==> config.mk <==
export PLATFORM = sky130hd
export DESIGN_NAME = uart_dbuf_tx
export DESIGN_NICKNAME = d
export VERILOG_FILES = /design/src/rtl/uart_dbuf_pkg.sv /design/src/rtl/uart_dbuf_timer.sv /design/src/rtl/uart_dbuf_hold.sv /design/src/rtl/uart_dbuf_shifter.sv /design/src/rtl/uart_dbuf_flags.sv /design/src/rtl/uart_dbuf_tx.sv
export SDC_FILE = /design/constraint.sdc
export NUM_CORES = 1
export LEC_CHECK = 0
export ABC_AREA = 1
export BUFFER_PORTS_ARGS = -buffer_cell sky130_fd_sc_hd__buf_4
export CORE_MARGIN = 3
export CORE_UTILIZATION = 45
export DETAILED_ROUTE_END_ITERATION = 10
export PLACE_DENSITY = 0.65
export SYNTH_ARGS = -nofsm -noshare
export SYNTH_HDL_FRONTEND = slang
export SYNTH_SLANG_ARGS = --single-unit
==> constraint.sdc <==
create_clock -name clk -period 5.2 [get_ports clk]
set_input_delay 0.26 -clock clk [delete_from_list [all_inputs] [get_ports clk]]
set_output_delay 0.26 -clock clk [all_outputs]
set_load 0.005 [all_outputs]
==> src/rtl/uart_dbuf_pkg.sv <==
package uart_dbuf_pkg;

    localparam int DEF_WORD_W = 16;
    localparam int DEF_RATE_W = 15;

    typedef enum logic [1:0] {
        LINE_IDLE  = 2'd0,
        LINE_SHIFT = 2'd1,
        LINE_BREAK = 2'd2
    } line_sel_e;

    typedef struct packed {
        logic buf_empty;
        logic shift_empty;
    } tx_flags_t;

    function automatic logic line_level(input line_sel_e sel, input logic shift_bit);
        case (sel)
            LINE_SHIFT: return shift_bit;
            LINE_BREAK: return 1'b0;
            default:    return 1'b1;
        endcase
    endfunction

    function automatic line_sel_e pick_line(input logic brk, input logic busy);
        if (brk)       return LINE_BREAK;
        else if (busy) return LINE_SHIFT;
        else           return LINE_IDLE;
    endfunction

endpackage

==> src/rtl/uart_dbuf_timer.sv <==
module uart_dbuf_timer #(
    parameter int RATE_W = 15
) (
    input  logic              clk,
    input  logic              rst,
    input  logic              restart,
    input  logic              run,
    input  logic [RATE_W-1:0] rate,
    output logic              tick
);
    logic [RATE_W-1:0] cnt_q;

    assign tick = run && (cnt_q >= rate);

    always_ff @(posedge clk) begin
        if (rst) begin
            cnt_q <= '0;
        end else if (restart) begin
            cnt_q <= '0;
        end else if (run) begin
            if (cnt_q >= rate) cnt_q <= '0;
            else               cnt_q <= cnt_q + 1'b1;
        end
    end
endmodule

==> src/rtl/uart_dbuf_hold.sv <==
module uart_dbuf_hold #(
    parameter int WORD_W = 16
) (
    input  logic              clk,
    input  logic              rst,
    input  logic              wr_en,
    input  logic [WORD_W-1:0] wr_word,
    input  logic              take,
    output logic              full,
    output logic [WORD_W-1:0] word
);
    always_ff @(posedge clk) begin
        if (rst) begin
            full <= 1'b0;
            word <= '0;
        end else if (wr_en) begin
            full <= 1'b1;
            word <= wr_word;
        end else if (take) begin
            full <= 1'b0;
        end
    end
endmodule

==> src/rtl/uart_dbuf_shifter.sv <==
module uart_dbuf_shifter #(
    parameter int WORD_W = 16
) (
    input  logic              clk,
    input  logic              rst,
    input  logic              load,
    input  logic [WORD_W-1:0] load_word,
    input  logic              tick,
    output logic              busy,
    output logic              bit_out,
    output logic              frame_end,
    output logic [WORD_W:0]   frame
);
    localparam int FR_W = WORD_W + 1;

    logic [FR_W-1:0] next_fr;

    assign next_fr   = frame >> 1;
    assign frame_end = tick && busy && (next_fr == '0);
    assign bit_out   = frame[0];

    always_ff @(posedge clk) begin
        if (rst) begin
            busy  <= 1'b0;
            frame <= '0;
        end else if (load) begin
            busy  <= 1'b1;
            frame <= {load_word, 1'b0};
        end else if (tick && busy) begin
            if (next_fr == '0) begin
                busy  <= 1'b0;
                frame <= '0;
            end else begin
                frame <= next_fr;
            end
        end
    end
endmodule

==> src/rtl/uart_dbuf_flags.sv <==
module uart_dbuf_flags
    import uart_dbuf_pkg::*;
(
    input  logic      clk,
    input  logic      rst,
    input  logic      load,
    input  logic      frame_idle,
    input  logic      ack,
    output tx_flags_t flags
);
    always_ff @(posedge clk) begin
        if (rst) begin
            flags <= '{buf_empty: 1'b1, shift_empty: 1'b1};
        end else begin
            if (load)     flags.buf_empty <= 1'b1;
            else if (ack) flags.buf_empty <= 1'b0;
            if (frame_idle) flags.shift_empty <= 1'b1;
            else if (ack)   flags.shift_empty <= 1'b0;
        end
    end
endmodule

==> src/rtl/uart_dbuf_tx.sv <==
module uart_dbuf_tx
    import uart_dbuf_pkg::*;
#(
    parameter int WORD_W = DEF_WORD_W,
    parameter int RATE_W = DEF_RATE_W
) (
    input  logic              clk,
    input  logic              rst,
    input  logic              wr_en,
    input  logic [WORD_W-1:0] wr_word,
    input  logic [RATE_W-1:0] rate,
    input  logic              brk,
    input  logic              empty_ack,
    output logic              txd,
    output logic              buf_empty,
    output logic              shift_empty,
    output logic              irq
);
    logic              hold_full;
    logic [WORD_W-1:0] hold_word;
    logic              busy_s;
    logic              bit_s;
    logic              frame_end_s;
    logic              tick_s;
    logic              load_s;
    logic              frame_idle_s;
    logic [WORD_W:0]   frame_q;
    tx_flags_t         flags_q;

    // A pending word moves in when the line is free or the last stop bit ends.
    assign load_s       = !brk && hold_full && (!busy_s || frame_end_s);
    assign frame_idle_s = frame_end_s && !load_s;

    uart_dbuf_timer #(.RATE_W(RATE_W)) u_timer (
        .clk     (clk),
        .rst     (rst),
        .restart (load_s),
        .run     (busy_s && !brk),
        .rate    (rate),
        .tick    (tick_s)
    );

    uart_dbuf_hold #(.WORD_W(WORD_W)) u_hold (
        .clk     (clk),
        .rst     (rst),
        .wr_en   (wr_en),
        .wr_word (wr_word),
        .take    (load_s),
        .full    (hold_full),
        .word    (hold_word)
    );

    uart_dbuf_shifter #(.WORD_W(WORD_W)) u_shift (
        .clk       (clk),
        .rst       (rst),
        .load      (load_s),
        .load_word (hold_word),
        .tick      (tick_s),
        .busy      (busy_s),
        .bit_out   (bit_s),
        .frame_end (frame_end_s),
        .frame     (frame_q)
    );

    uart_dbuf_flags u_flags (
        .clk        (clk),
        .rst        (rst),
        .load       (load_s),
        .frame_idle (frame_idle_s),
        .ack        (empty_ack),
        .flags      (flags_q)
    );

    assign txd         = line_level(pick_line(brk, busy_s), bit_s);
    assign buf_empty   = flags_q.buf_empty;
    assign shift_empty = flags_q.shift_empty;
    assign irq         = flags_q.buf_empty;
endmodule

## Word level (Yosys, flattened, before mapping)

Index checks and enable logic that the tools add are counted.

| word-level totals | value |
|---|---|
| register bits | 52 |
| input bits | 36 |
| output and inout port bits | 4 |
| word-level logic and storage cells | 42 |

| cells by class | value |
|---|---|
| add/sub/neg operators | 1 |
| order comparisons | 1 |
| equality and inequality tests | 2 |
| muxes and demuxes | 12 |
| reduce and logical (&&, ||, !) cells | 18 |

Operators with widths:

| operator | number |
|---|---|
| 17-bit two-way mux | 2 |
| 17-bit zero test | 1 |
| 16-bit two-way mux | 1 |
| 15-bit by 1-bit adder with 15-bit output, second input constant | 1 |
| 15-bit >= comparator | 1 |
| 15-bit two-way mux | 1 |
| 1-bit logical AND | 7 |
| 1-bit two-way mux | 6 |
| 2-bit nonzero test | 3 |
| 2-bit OR reduction | 2 |
| 1-bit zero test | 3 |
| 2-bit by 1-bit equality test with 1-bit output, second input constant | 1 |
| 2-bit equality test, second input constant | 1 |
| 2-bit two-way mux | 1 |
| 1-bit case mux with 2 select lines | 1 |
| 2-bit AND reduction | 1 |
| 1-bit logical OR | 1 |

## Depth between registers and ports, before layout

| logic depth | value |
|---|---|
| depth after elaboration | 10 |
| gate-level depth with buffers | 16 |
| gate-level depth less buffers | 15 |

## Hierarchy

Synthesis repeated with hierarchy kept, for this count alone.

| second synthesis, totals | value |
|---|---|
| cell total of the unflattened synthesis | 373 |
| area total of the unflattened synthesis | 2748.9 µm² |

Modules (own cells, without submodules):

| module | instances | cells each | area an instance (µm²) | seq. area each (µm²) |
|---|---|---|---|---|
| uart_dbuf_timer | 1 | 166 | 1198.6 | 300.3 |
| uart_dbuf_shifter | 1 | 115 | 847.1 | 360.3 |
| uart_dbuf_hold | 1 | 73 | 588.1 | 340.3 |
| uart_dbuf_flags | 1 | 9 | 66.3 | 40.0 |
| uart_dbuf_tx | 1 | 10 | 48.8 | 0.0 |

## Least setup slack after synthesis

OpenSTA, ideal clock, no wires.

| timing path | value |
|---|---|
| path type | flip-flop to flip-flop |
| start | reg u_timer.cnt_q[4] |
| end | reg u_timer.cnt_q[6] |
| arrival time | 1.737 ns |
| slack | 3.383 ns |
| stages on the path, launching flop included | 13 |
| path buffers | 2 |
| clock period less this slack | 1.817 ns |
| cell sequence | dfxtp_1 ha_1 nand2_1 nand2_1 a21oi_1 nand2_1 nand2_1 nand3_1 nand2_1 buf_4 o211ai_2 buf_2 nor3b_1 |

| between the ends | value |
|---|---|
| cells in the longest elaborated chain, start to end | 7 |

RTL lines:

| what | line | source |
|---|---|---|
| from (decl) | uart_dbuf_timer.sv:11 | `logic [RATE_W-1:0] cnt_q;` |
| from (signal assigned) | uart_dbuf_timer.sv:22 | `else cnt_q <= cnt_q + 1'b1;` |
| 15-bit >= comparator | uart_dbuf_timer.sv:13, uart_dbuf_timer.sv:21 |  |
| 1-bit logical AND | uart_dbuf_timer.sv:13 | `assign tick = run && (cnt_q >= rate);` |
| 1-bit logical AND (2 in a row) | uart_dbuf_shifter.sv:19 | `assign frame_end = tick && busy && (next_fr == '0);` |
| 1-bit logical OR | uart_dbuf_tx.sv:31 | `assign load_s = !brk && hold_full && (!busy_s \|\| frame_end_s);` |
| 1-bit logical AND | uart_dbuf_tx.sv:31 |  |
| 2-bit OR reduction (no line) | n/a |  |

Several ways; a longest one is shown, not always the timed one.
A chain may end at the register's enable or synchronous reset.

## Worst setup path after layout

| timing path | value |
|---|---|
| start | reg u_timer.cnt_q[4] |
| end | reg u_shift.frame[8] |

| between the ends | value |
|---|---|
| cells in the longest elaborated chain, start to end | 7 |

RTL lines:

| what | line | source |
|---|---|---|
| 15-bit >= comparator (*) | uart_dbuf_timer.sv:13 |  |
| 1-bit logical AND (*) | uart_dbuf_timer.sv:13 |  |
| 1-bit logical AND (*) | uart_dbuf_shifter.sv:19, uart_dbuf_shifter.sv:29 |  |
| 1-bit logical AND | uart_dbuf_shifter.sv:19 |  |
| 1-bit logical OR | uart_dbuf_tx.sv:31 |  |
| 1-bit logical AND | uart_dbuf_tx.sv:31 |  |
| 17-bit two-way mux or 2-bit nonzero test (tied branches) | n/a |  |
| to (signal assigned) | uart_dbuf_shifter.sv:28 | `frame <= {load_word, 1'b0};` |
| to (signal assigned) | uart_dbuf_shifter.sv:34 | `frame <= next_fr;` |
| to (decl) | uart_dbuf_shifter.sv:12 | `output logic [WORD_W:0] frame` |

Mark *: on every way between the ends. The rest lies on a longest branch, timed or not.

==> results.toml <==
[clock_tree]
path_clk_slew_ns = 0.09
root_cell_of_the_clock_tree = "sky130_fd_sc_hd__clkbuf_8"
ctsHoldBuffers = 0
cts_setup_buffers = 0
cts_tree = "done"
post_cts.resized_instances = 0
htreeDepth = 2
clock_sinks = 52
maximum_root_to_sink_buffer_count = 2
worstSkewPairLatency_ns = 0.30
cts_buffers = 5

[synthesis]
postSynthRegisterBits = 52
ys_async_sr_fraction_pct = 0
part_of_the_yosys_area_used_for_sequential_elements_pct = 37.4
synth.avg_cell_area_um2 = 7.11
mappedNetlistNets = 444
synthDistinctLibCells = 32
dominantRegCellSynth = "sky130_fd_sc_hd__dfxtp_1"
synth-edff-count = 0
synthesis.instances = 392
number_of_warning_messages_in_the_yosys_log = 0
synth.cell_area_um2 = 2790

[placement]
place_ws_ns = 2.58
dp_hpwl_um = 4160
io_buffer_count = 39
gpl.final_weighted_congestion = 0.803

[global_routing]
antenna_found_initial = 0
first_pass_grt_wire_length_um = 10500
gr-usage-all-layers_pct = 17.2
grt_max_degree = 33
first_global_vias = 2428
grt_remaining_overflow = 0

[cells_and_area]
nFillCells = 624
area_delta_synth_final_pct = 13.9
fraction_of_layout_cells_with_a_size_suffix_above_1_pct = 14.4
n_antenna_cell = 0
net_total_in_the_final_layout = 476
layout.cells.most_common = "sky130_fd_sc_hd__nand2_1"
most-common-layout-cells = "sky130_fd_sc_hd__nand2_1 (76), sky130_fd_sc_hd__nor2_1 (58), sky130_fd_sc_hd__dfxtp_1 (52)"

[die]
floorplan.initialDensity_pct = 46.8
rows = 28
design.die.area_um2 = 7170
coreArea_um2 = 5960
die_h_um = 84.7
floorplan.die.width_um = 84.7
io_pins = 40

[power_and_ir_drop]
power-per-cell-area_nw_per_um2 = 230
vdd_ir_drop_max_v = 0.000189
power_leakage_uw = 0.00156

[routing]
remaining_drcs = 0
top_signal_layer_used = "met4"
detail_route.iter0.violations = 79
drt_first_pass_iters = 4
detailroute.wirelength.met2_um = 2650
routed_via_density = 4.97
detailroute.via_count = 2478
totalWireLength_um = 5690
drt-met1-wl_um = 2730
met3_length_um = 246
detail_route.wl_per_cell_um = 11.4
drt.antenna.violating_nets = 0

[sta]
final_period_minus_worst_setup_slack_ns = 2.67
final.setup.tns_ns = 0
drv_slew = 0
worst_pin_slew_ns = 0.779
final_critical_path_setup_slack_ns = 2.53
setup_violations = 0
finClkSkew_ns = 0.00578
final-hold-violation-count = 0
timing.max_slew.rel_slack_pct = 48.0
achievable-frequency_mhz = 374
unrepaired_setup_endpoints_after_global_routing = "no"
fin_crit_sh_pct = 51.4

[critical_path]
critical_path_class = "flip-flop to flip-flop"
worst-endpoint-required_ns = 5.40
cp.buffers_inverters = 2
worst_path_dominant_cell_family = "simple AND/OR/NAND/NOR gates"
regToRegSetupSlack_ns = 2.53
cp_max_fo = 20
crit_path_frequent_cell = "sky130_fd_sc_hd__nand2_1"
worst-endpoint-arrival_ns = 2.88
worst_r2r_startpoint = "u_timer.cnt_q[4]"
worst_setup_startpoint = "u_timer.cnt_q[4]"
endpoint_kind = "flip-flop"
start_kind = "flip-flop"
critical-path-max-stage-delay_ns = 0.52
critical_path.slowest_cell = "sky130_fd_sc_hd__nand2_1"
critical_path.cell_chain = "ha_1 -> nand2_1 -> nand2_1 -> a21oi_1 -> nand2_1 -> nand2_1 -> nand3_1 -> nand2_1 -> inv_1 -> nand2_1 -> nand3_1 -> nand2_1 -> inv_1"

[run]
drv.max_cap_violation_count = 0

[hold_path]
hold_path_class = "primary input to flip-flop"
hp-start = "rst"

[outcome]
outcome = "completed"
-- flip-flops by register name (all words and copies together) (netlist names) --
signal         flops
u_hold.word       16
u_shift.busy       1
u_flags.flags      2
u_hold.full        1
u_timer.cnt_q     15
u_shift.frame     17
-- worst paths after layout --
| check | endpoint | depth (start not counted) |
|---|---|---|
| worst max-delay path | u_shift.frame[8] | 13 |
| worst min-delay path | u_shift.busy | 2 |
| worst max register to register | u_shift.frame[8] | 13 |
| worst min register to register | u_shift.frame[16] | 2 |
-- cell usage after synthesis (all sizes together) (3+ instances only) --
library cell,instances,area (µm²)
inv,53,201
nand4,5,37.5
xor2,4,35.0
clkbuf,8,30.0
nand2,78,298
nor3,3,25.0
xnor2,3,26.3
o21ai,22,110
nor2,63,263
buf,7,55.1
o211ai,16,125
nand3,40,205
dfxtp,52,1040
ha,16,200
a21oi,9,45.0
nor3b,4,30.0
nor4,4,31.3
-- per-stage QoR --
| stage | power [µW] | utilization [%] | instances | hold slack [ns] | area (µm²) |
|---|---|---|---|---|---|
| final | 729 | 53.3 | 499 | 0.164 | 3170 |
| after global routing | 771 | 53.3 | 499 | 0.160 | 3170 |
| after CTS | 739 | 53.3 | 499 | 0.162 | 3170 |
| after detailed placement | 524 | 52.0 | 492 | 0.466 | 3100 |
| after global placement | 523 | 52.0 | 492 | 0.467 | 3100 |
| after floorplan | 487 | - | 392 | 0.329 | 2790 |
-- cells by family after synthesis --
group / share of synthesized area [%]
AOI/OAI and AO/OA: 10.5
xor gates and xnor gates: 2.20
adders and majority gates: 7.18
buffers and inverters: 10.6
DFF: 37.4
and+or+nand+nor: 32.2
-- layer usage --
metal	track usage, %	vias up
met5	0	-
met4	4.75	0
met3	2.16	6
met2	29.8	54
met1	22.3	1089
li1	-	1329
-- layout make-up --
cell class	instances	area, µm²	share of cell area (%)
timing repair buffer	40	300	9.46
clock inverter	1	5.00	0.158
clock buffer	6	72.6	2.29
multi-input combinational	270	1450	45.7
inverter	55	209	6.59
tap	75	93.8	2.96
sequential	52	1040	32.8
-- where the power goes --
group	total (µW)	internal [µW]	switching, µW	leakage (µW)
sequential	425	413	12.2	0.000425
clock	215	91.9	124	0.0000410
combinational	88.4	40.5	47.9	0.00110
total	729	546	184	0.00156
Power figures use the tool's default switching activity.
